## src/rtl/hbd_pkg.sv

```systemverilog
package hbd_pkg;

    localparam int NPH    = 3;
    localparam int CODE_W = 4;

    typedef enum logic [1:0] {
        MODE_SIX     = 2'b00,
        MODE_THREE   = 2'b01,
        MODE_ONE     = 2'b10,
        MODE_SIX_ALT = 2'b11
    } mode_e;

    typedef enum logic [3:0] {
        ST_STOP,
        ST_AB,
        ST_AB_CB,
        ST_CB,
        ST_CB_CA,
        ST_CA,
        ST_CA_BA,
        ST_BA,
        ST_BA_BC,
        ST_BC,
        ST_BC_AC,
        ST_AC,
        ST_AC_AB,
        ST_ALIGN
    } comm_e;

    typedef enum logic [1:0] {
        LEG_OFF,
        LEG_CHOP,
        LEG_LOW
    } leg_e;

    typedef struct packed {
        leg_e c;
        leg_e b;
        leg_e a;
    } legs_t;

endpackage

```

## src/rtl/hbd_step_decode.sv

```systemverilog
module hbd_step_decode
    import hbd_pkg::*;
(
    input  logic [CODE_W-1:0] code,
    output comm_e             step
);

    always_comb begin
        unique case (code)
            4'b0110: step = ST_AB;
            4'b0101: step = ST_AB_CB;
            4'b0100: step = ST_CB;
            4'b1101: step = ST_CB_CA;
            4'b1100: step = ST_CA;
            4'b1001: step = ST_CA_BA;
            4'b1000: step = ST_BA;
            4'b1011: step = ST_BA_BC;
            4'b1010: step = ST_BC;
            4'b0011: step = ST_BC_AC;
            4'b0010: step = ST_AC;
            4'b0111: step = ST_AC_AB;
            4'b1110: step = ST_ALIGN;
            default: step = ST_STOP;   // 0000 and every unlisted code
        endcase
    end

endmodule

```

## src/rtl/hbd_leg_table.sv

```systemverilog
module hbd_leg_table
    import hbd_pkg::*;
(
    input  comm_e step,
    output legs_t legs
);

    always_comb begin
        unique case (step)
            ST_AB:    legs = '{c: LEG_OFF,  b: LEG_LOW,  a: LEG_CHOP};
            ST_AB_CB: legs = '{c: LEG_CHOP, b: LEG_LOW,  a: LEG_CHOP};
            ST_CB:    legs = '{c: LEG_CHOP, b: LEG_LOW,  a: LEG_OFF};
            ST_CB_CA: legs = '{c: LEG_CHOP, b: LEG_LOW,  a: LEG_LOW};
            ST_CA:    legs = '{c: LEG_CHOP, b: LEG_OFF,  a: LEG_LOW};
            ST_CA_BA: legs = '{c: LEG_CHOP, b: LEG_CHOP, a: LEG_LOW};
            ST_BA:    legs = '{c: LEG_OFF,  b: LEG_CHOP, a: LEG_LOW};
            ST_BA_BC: legs = '{c: LEG_LOW,  b: LEG_CHOP, a: LEG_LOW};
            ST_BC:    legs = '{c: LEG_LOW,  b: LEG_CHOP, a: LEG_OFF};
            ST_BC_AC: legs = '{c: LEG_LOW,  b: LEG_CHOP, a: LEG_CHOP};
            ST_AC:    legs = '{c: LEG_LOW,  b: LEG_OFF,  a: LEG_CHOP};
            ST_AC_AB: legs = '{c: LEG_LOW,  b: LEG_LOW,  a: LEG_CHOP};
            ST_ALIGN: legs = '{c: LEG_LOW,  b: LEG_LOW,  a: LEG_CHOP};
            default:  legs = '{c: LEG_OFF,  b: LEG_OFF,  a: LEG_OFF};
        endcase
    end

endmodule

```

## src/rtl/hbd_leg_drive.sv

```systemverilog
module hbd_leg_drive
    import hbd_pkg::*;
(
    input  legs_t          legs,
    input  logic           pwm,
    input  logic           fw_diode,
    output logic [NPH-1:0] drv_h,
    output logic [NPH-1:0] drv_l
);

    leg_e role [NPH];

    assign role[0] = legs.a;
    assign role[1] = legs.b;
    assign role[2] = legs.c;

    for (genvar ph = 0; ph < NPH; ph++) begin : g_leg
        always_comb begin
            unique case (role[ph])
                LEG_CHOP: begin
                    drv_h[ph] = pwm;
                    drv_l[ph] = fw_diode ? 1'b0 : ~pwm;
                end
                LEG_LOW: begin
                    drv_h[ph] = 1'b0;
                    drv_l[ph] = 1'b1;
                end
                default: begin
                    drv_h[ph] = 1'b0;
                    drv_l[ph] = 1'b0;
                end
            endcase
        end
    end

endmodule

```

## src/rtl/hbd_direct_map.sv

```systemverilog
module hbd_direct_map
    import hbd_pkg::*;
(
    input  logic           three_in,
    input  logic [NPH-1:0] in_h,
    input  logic [NPH-1:0] in_l,
    output logic [NPH-1:0] drv_h,
    output logic [NPH-1:0] drv_l
);

    for (genvar ph = 0; ph < NPH; ph++) begin : g_ph
        always_comb begin
            if (three_in) begin
                drv_h[ph] = in_h[ph];
                drv_l[ph] = ~in_h[ph];
            end else begin
                unique case ({in_h[ph], in_l[ph]})
                    2'b10:   begin drv_h[ph] = 1'b1; drv_l[ph] = 1'b0; end
                    2'b01:   begin drv_h[ph] = 1'b0; drv_l[ph] = 1'b1; end
                    default: begin drv_h[ph] = 1'b0; drv_l[ph] = 1'b0; end
                endcase
            end
        end
    end

endmodule

```

## src/rtl/hbd_input_decoder.sv

```systemverilog
module hbd_input_decoder
    import hbd_pkg::*;
(
    input  logic           clk,
    input  logic           rst_n,
    input  logic [1:0]     mode,
    input  logic           fw_diode,
    input  logic [NPH-1:0] in_h,
    input  logic [NPH-1:0] in_l,
    output logic [NPH-1:0] gate_h,
    output logic [NPH-1:0] gate_l
);

    mode_e             mode_sel;
    logic [CODE_W-1:0] state_code;
    logic              pwm_in;
    comm_e             step;
    legs_t             legs;
    logic [NPH-1:0]    one_h, one_l;
    logic [NPH-1:0]    dir_h, dir_l;
    logic [NPH-1:0]    nxt_h, nxt_l;

    assign mode_sel   = mode_e'(mode);
    assign state_code = {in_l[0], in_h[1], in_l[1], in_h[2]};
    assign pwm_in     = in_h[0];

    hbd_step_decode u_step (
        .code (state_code),
        .step (step)
    );

    hbd_leg_table u_table (
        .step (step),
        .legs (legs)
    );

    hbd_leg_drive u_drive (
        .legs     (legs),
        .pwm      (pwm_in),
        .fw_diode (fw_diode),
        .drv_h    (one_h),
        .drv_l    (one_l)
    );

    hbd_direct_map u_direct (
        .three_in (mode_sel == MODE_THREE),
        .in_h     (in_h),
        .in_l     (in_l),
        .drv_h    (dir_h),
        .drv_l    (dir_l)
    );

    // Output select
    always_comb begin
        unique case (mode_sel)
            MODE_ONE: begin
                nxt_h = one_h;
                nxt_l = one_l;
            end
            default: begin
                nxt_h = dir_h;
                nxt_l = dir_l;
            end
        endcase
    end

    // Gate request register
    always_ff @(posedge clk or negedge rst_n) begin
        if (!rst_n) begin
            gate_h <= '0;
            gate_l <= '0;
        end else begin
            gate_h <= nxt_h;
            gate_l <= nxt_l;
        end
    end


    no_shoot_chk: assert property (@(posedge clk) disable iff (!rst_n)
        (gate_h & gate_l) == '0);


    six_in_chk: assert property (@(posedge clk) disable iff (!rst_n)
        ($past(rst_n) && ($past(mode) == 2'b00 || $past(mode) == 2'b11)) |->
        (gate_h == ($past(in_h) & ~$past(in_l)) &&
         gate_l == ($past(in_l) & ~$past(in_h))));


    three_in_chk: assert property (@(posedge clk) disable iff (!rst_n)
        ($past(rst_n) && $past(mode) == 2'b01) |->
        (gate_h == $past(in_h) && gate_l == ~$past(in_h)));


    undef_stop_chk: assert property (@(posedge clk) disable iff (!rst_n)
        ($past(rst_n) && $past(mode) == 2'b10 &&
         ($past(state_code) == 4'b0001 || $past(state_code) == 4'b1111 ||
          $past(state_code) == 4'b0000)) |->
        (gate_h == '0 && gate_l == '0));


    diode_fw_chk: assert property (@(posedge clk) disable iff (!rst_n)
        ($past(rst_n) && $past(mode) == 2'b10 && $past(fw_diode) &&
         !$past(in_h[0])) |-> gate_h == '0);

endmodule

```

## config.mk

```make
export PLATFORM = sky130hd
export DESIGN_NAME = hbd_input_decoder
export DESIGN_NICKNAME = d
export VERILOG_FILES = /design/src/rtl/hbd_pkg.sv /design/src/rtl/hbd_step_decode.sv /design/src/rtl/hbd_leg_table.sv /design/src/rtl/hbd_leg_drive.sv /design/src/rtl/hbd_direct_map.sv /design/src/rtl/hbd_input_decoder.sv
export SDC_FILE = /design/constraint.sdc
export NUM_CORES = 1
export LEC_CHECK = 0
export ABC_AREA = 1
export BUFFER_PORTS_ARGS = -buffer_cell sky130_fd_sc_hd__buf_2
export CAP_MARGIN = 20
export CORE_MARGIN = 1.5
export CORE_UTILIZATION = 40
export CTS_BUF_LIST = sky130_fd_sc_hd__clkbuf_16
export DETAILED_ROUTE_END_ITERATION = 6
export HOLD_SLACK_MARGIN = 0.06
export PLACE_DENSITY = 0.76
export SLEW_MARGIN = 10
export SYNTH_ARGS = -nofsm -noshare
export SYNTH_HDL_FRONTEND = slang
export SYNTH_SLANG_ARGS = --single-unit
```

## constraint.sdc

```tcl
create_clock -name clk -period 0.8 [get_ports clk]
set_clock_uncertainty 0.15 [all_clocks]
set_input_delay 0.12 -clock clk [delete_from_list [all_inputs] [get_ports clk]]
set_output_delay 0.12 -clock clk [all_outputs]
set_load 0.005 [all_outputs]
```

==> results by group, run 1 <==
Status
  • Outcome: finished, violations left
  • Failing checks: negative setup slack

Global route
  • GRT Max-Usage Layer: met2
  • Initial antenna violation count: 0
  • Pin count of the biggest net entering global routing: 9
  • Met3 Usage GRT: 0.0245
  • GR Layer Usage met1: 0.225
  • Total grt overflow: 0
  • Vias in the first global route: 720
  • GR Util met2: 0.394
  • Global-route wire length before repair: slightly below 3000 um
  • Total track usage: 0.202

Detailed routing
  • DRT antenna net count: 0
  • Drt drc: 0
  • Wire per inst: approximately 13 um
  • Via/cell ratio: 5.15
  • First-pass DRT Iterations: 4
  • Vias: between 700 and 800
  • Violation count after the first detailed-route iteration: 13
  • Detailed Route WL: ~2000 um

Min path
  • Min-Delay Path Class: primary input to register
  • HP Start: mode[0]
  • Hold Path Depth: 3
  • Worst-case hold path end point: gate_h[2]

Logic synthesis
  • Commonest cells in the netlist: 14 x inv_1, 13 x ha_1, 10 x nand2_1
  • Post-Synth Simple-Gate Area: 0.214
  • Mux contribution to synthesized area: 0
  • Mapped Cells: 87
  • XOR/XNOR share of the synthesized area: 0
  • Post-synth EDFFs: 0
  • Largest family of logic cells by synthesized area: adder cells
  • Mapped Avg Cell Area: about 8 um2
  • Top cell type's share of synthesized area: 0.240
  • Sequential-to-total area share from yosys stat: 0.221
  • Post-synthesis compound-gate area fraction: 0.225
  • Yosys top cell by area: ha_1
  • Syn nets: roughly 110
  • FFs w/ async S/R, synth: 1.00
  • Mapped Area: a little under 700 um2
  • Most common cell in the synthesized netlist: inv_1
  • Synth cell types: 22
  • Most used DFF post-synth: dfrtp_1
  • YS warnings: 0
  • Top post-synthesis cells by area: ha_1 24%, dfrtp_1 22%, inv_1 7.7%, nand2_1 5.5%, nor2_1 4.4%
  • Yosys reg bits: 6
  • Adder-Cell Fraction of Synth Area: 0.240

Setup path
  • Top Family by Delay on Critical Path: adder cells
  • Worst setup EP type: register
  • CP Buf/Inv Count: 3
  • Max incr delay on CP: between 0.2 and 0.25 ns
  • Worst endpoint required time: 0.74 ns
  • Slowest stage cell, crit path: ha_2
  • Worst Setup Start Kind: primary input
  • CP max FO: 5
  • Worst EP arrival: roughly 1.7 ns
  • Kind of critical path: primary input to register
  • CP Cell Sequence: buf_12 > inv_12 > ha_4 > or2_4 > o21ai_4 > ha_2 > nand2_2 > o21ai_2 > nand2_1 > o21ai_2 > inv_2 > ha_4 > a21oi_4 > o31ai_4

Timing
  • Min cycle time layout: approximately 1.8 ns
  • Rel. slew slack: 0.748
  • Setup TNS: -5.76 ns
  • Final hold violations: 0
  • Slew @ Worst Pin: 0.376 ns
  • RSZ-0062 raised after global routing: yes
  • Final Max Tran Viols: 0
  • Worst hold margin: slightly below 0.07 ns
  • Period utilization: 2.20
  • Worst Slack Setup Final: -0.960 ns
  • Endpoints failing setup: 12
  • FMAX: 0.568 GHz

Placed design
  • Port Buffers: 16
  • Final HPWL from detailed placement: 1400 um
  • Worst slack, placed: -1.30 ns
  • Placed inst area: a little under 1000 um2
  • Placed insts: 140
  • Routability cong.: approximately 0.8

Floorplan
  • Initial core utilization: 0.440
  • Die Span Y: 44.2 um
  • Die area: just under 2000 um2
  • Rows: 14
  • I/O pin count: 17
  • Die width: approximately 44 um
  • CORE AREA: about 1500 um2

Clocking
  • CTS Root Cell: clkbuf_16
  • Clock slew seen by the registers of the worst setup and hold paths: about 0.030 ns
  • H-Tree Depth: 1
  • Sink Count: 6
  • CTS Buffer Depth: 2
  • CTS tree: done
  • CTS Buf Count: 3

Power and ir drop
  • Total power density per cell area: between 1000 and 1500 nW/um2
  • Leak: between 0.6 and 0.7 nW
  • Total power: around 1.9 mW
  • Max rail drop VDD: between 0.8 and 0.9 mV

Final layout
  • Fillcell total: between 80 and 90
  • Fin area: about 1300 um2
  • Final core utilization: 0.833
  • Layout cells sized above 1: 0.629
  • ANT cells: 0
  • Fin cells: 148
  • Area growth, synth to finish: 89.3%
  • Final nets: between 150 and 200

Flow run
  • Max_cap viols: 0
==> per-layer routing <==
| layer | share of wire | routed length [um] |
|---|---|---|
| met5 | 0 | 0 |
| met4 | 0.024 | 48 |
| met3 | 0.040 | 80 |
| met2 | 0.55 | 1090 |
| met1 | 0.38 | 760 |
==> cell usage in the layout (no fill, tap or decap), drive strengths merged <==
| cell | count |
|---|---|
| ha | 13 |
| o31ai | 2 |
| dlygate4sd3 | 1 |
| nand4 | 2 |
| or2 | 1 |
| a22o | 1 |
| buf | 41 |
| dfrtp | 6 |
| clkbuf | 3 |
| nor2 | 8 |
| nand2 | 13 |
| o211ai | 2 |
| o21ai | 9 |
| inv | 18 |
| nand3 | 5 |
| a21oi | 6 |
| o22ai | 1 |
==> repair_timing <==
action / in CTS / in global routing
hold buffers: 1 / 0
buffers inserted: 1 / 3
gates resized for setup: 21 / 18
setup endpoints to repair: 12 / 12
pin swaps: 8 / 14
endpoints found under the hold margin: 6 / 0
==> cell families after synthesis <==
family                   Yosys count
flip-flops                         6
AO/OA/AOI/OAI                     21
adder cells (fa/ha/maj)           13
buffers and inverters             18
AND/OR/NAND/NOR                   29
==> power by group <==
group | internal, mW | total, mW | switching (mW)
Combinational | 0.379 | 0.767 | 0.388
Sequential | 0.334 | 0.339 | 0.00568
Clock | 0.639 | 0.787 | 0.147
==> state kept, by name, indices dropped and copies added, names as in the netlist <==
register / cells
gate_l: 3
gate_h: 3
==> how the worst max path moves through the flow <==
stage                end  slack, ns  cells past startpoint     from
2_1_floorplan  gate_l[1]      -0.91                     12  in_l[1]
3_3_place_gp   gate_l[1]      -1.21                     12  in_l[1]
3_5_place_dp   gate_l[0]      -1.30                     11  in_l[1]
4_1_cts        gate_l[1]      -0.89                     12  in_l[1]
5_1_grt        gate_l[1]      -1.03                     14  in_l[1]
6_report       gate_l[1]      -0.96                     14  in_l[1]
==> cell type report <==
type | instances | area [um2] | area share
multi-input combinational | 63 | 627 | 0.488
timing repair buffer | 42 | 319 | 0.249
sequential | 6 | 150 | 0.117
inverter | 18 | 92.6 | 0.0721
clock buffer | 3 | 75.1 | 0.0585
tap | 16 | 20.0 | 0.0156
Note: power is estimated with default switching activity, not from simulation.
==> inputs of run 2 (changes only) <==
--- a/config.mk
+++ b/config.mk
@@ -8,7 +8,6 @@
 export ABC_AREA = 1
 export BUFFER_PORTS_ARGS = -buffer_cell sky130_fd_sc_hd__buf_2
 export CAP_MARGIN = 20
-export CORE_MARGIN = 1.5
 export CORE_UTILIZATION = 40
 export CTS_BUF_LIST = sky130_fd_sc_hd__clkbuf_16
 export DETAILED_ROUTE_END_ITERATION = 6
==> run 2 against run 1 <==
The flow still finishes with violations (negative setup slack). Fmax about the same. Flip-flop and latch count unchanged. Die area is 4.5% lower. Critical path depth down 2. Utilization increased by 3.5 points. Global-route usage grew 2.1 points. Non-clock buffer count grew 4. First-iteration DRC count rose by 31%. Via count is 5.6% higher. Wire length up 11%. Clock power is 1% higher.
==> results by group, run 2 (synthesized netlist as in run 1, its figures left out) <==
Status
  • Outcome: finished, violations left
  • Failing checks: negative setup slack

Clocking
  • Sink Count: 6
  • H-Tree Depth: 1
  • Clock slew seen by the registers of the worst setup and hold paths: 0.03 ns
  • CTS tree: done
  • CTS Buf Count: 3
  • CTS Buffer Depth: 2
  • CTS Root Cell: clkbuf_16

Placed design
  • Worst slack, placed: -1.26 ns
  • Final HPWL from detailed placement: 1410 um
  • Routability cong.: 0.803
  • Placed insts: between 100 and 150
  • Port Buffers: 16

Detailed routing
  • Detailed Route WL: between 2000 and 2500 um
  • First-pass DRT Iterations: 4
  • Vias: approximately 810
  • Drt drc: 0
  • Wire per inst: ~14 um
  • Via/cell ratio: ~5.3
  • Violation count after the first detailed-route iteration: 17
  • DRT antenna net count: 0

Min path
  • Min-Delay Path Class: primary input to async pin

Timing
  • Endpoints failing setup: 12
  • RSZ-0062 raised after global routing: yes
  • FMAX: around 0.57 GHz
  • Final Max Tran Viols: 0
  • Period utilization: 2.20
  • Slew @ Worst Pin: ~0.36 ns
  • Final hold violations: 0
  • Rel. slew slack: 0.758
  • Worst Slack Setup Final: -0.960 ns
  • Min cycle time layout: between 1.5 and 2 ns

Global route
  • Pin count of the biggest net entering global routing: 9
  • Global-route wire length before repair: around 3100 um
  • Initial antenna violation count: 0
  • Total track usage: 0.223
  • Total grt overflow: 0
  • Vias in the first global route: between 700 and 800

Setup path
  • CP max FO: 3
  • Worst setup EP type: register
  • Crit path launch: in_l[1]
  • Worst EP arrival: 1.74 ns
  • Worst endpoint required time: slightly below 0.8 ns
  • Kind of critical path: primary input to register
  • Worst Setup Start Kind: primary input

Power and ir drop
  • Total power density per cell area: about 1500 nW/um2
  • Max rail drop VDD: ~0.87 mV
  • Leak: 0.646 nW

Final layout
  • ANT cells: 0
  • Layout cells sized above 1: 0.691
  • Most frequent cells in the layout: 25 x buf_4, 14 x buf_2, 9 x inv_2, 8 x nor2_1, 7 x inv_1
  • Final core utilization: 0.868
  • Fin cells: approximately 150
  • Final nets: about 160
  • Commonest non-fill, non-tap cell in the layout: buf_4
  • Biggest regs: gate_h (3), gate_l (3)
  • Area growth, synth to finish: 97.2%

Floorplan
  • I/O pin count: 17
  • Die width: 43.2 um
  • CORE AREA: between 1500 and 2000 um2
  • Initial core utilization: 0.440
  • Rows: 14
  • Die Span Y: ~43 um
  • Die area: between 1500 and 2000 um2

Flow run
  • Max_cap viols: 0
## run 2: changes by cell type in the layout (fill, tap and decap cells not counted), sizes merged
cell | before | now
buf | 41 | 45
## run 2: where the power goes
group / switching (mW) / leakage, nW / internal, mW / total [mW]
clock: 0.155 / 0.0370 / 0.640 / 0.795
sequential: 0.00657 / 0.0760 / 0.334 / 0.340
combinational: 0.413 / 0.533 / 0.423 / 0.836
total: 0.574 / 0.646 / 1.40 / 1.97
## run 2: through the flow
step | hold slack [ns] | setup TNS (ns) | area (um2) | power (mW)
6_report | 0.106 | -5.86 | 1340 | 1.97
4_1_cts | 0.0909 | -5.63 | 1210 | 1.79
3_3_place_gp | -0.208 | -6.51 | 1010 | 0.868
3_5_place_dp | -0.204 | -6.80 | 1010 | 0.892
2_1_floorplan | -0.326 | -4.46 | 734 | 0.644
5_1_grt | 0.115 | -6.24 | 1340 | 2.06
## run 2: final timing paths
| kind | to | slack, ns | cells after the start |
|---|---|---|---|
| min in group clk | gate_h[0] | 0.11 | 4 |
| max in group asynchronous | gate_l[0] | 0.25 | 2 |
| hold / removal | gate_h[2] | 0.11 | 2 |
| setup / recovery | gate_l[0] | -0.96 | 12 |
## run 2: what timing repair did
action,CTS,global route
buffers inserted,2,4
hold buffers,1,0
resized for setup,22,24
endpoints found under the hold margin,6,0
pin swaps,6,17
endpoints found under the setup margin,12,12
## run 2: final cells by class
cell class              instances  area [um2]
fillers                        83         204
well taps                      16        20.0
repair buffers                 46         362
multi-input cells              63         638
clock buffers                   3        75.1
inverters                      18        92.6
flip-flops and latches          6         150
## run 2: worst max-delay path: stages
cell and delay [ns]:
buf_12 0.09, inv_12 0.03, ha_4 0.14, or2_4 0.23, o21ai_4 0.09, buf_12 0.15, ha_4 0.14, inv_2 0.04
o21ai_2 0.15, inv_2 0.07, ha_4 0.24, o31ai_2 0.24
## run 2: per-layer routing
| metal | vias to the layer above | routed length [um] | track usage |
|---|---|---|---|
| met5 | - | 0 | 0 |
| met3 | 8 | 79 | 0.0255 |
| met1 | 385 | 776 | 0.211 |
| li1 | 382 | - | - |
| met4 | 0 | 82 | 0.0727 |
| met2 | 30 | 1260 | 0.469 |
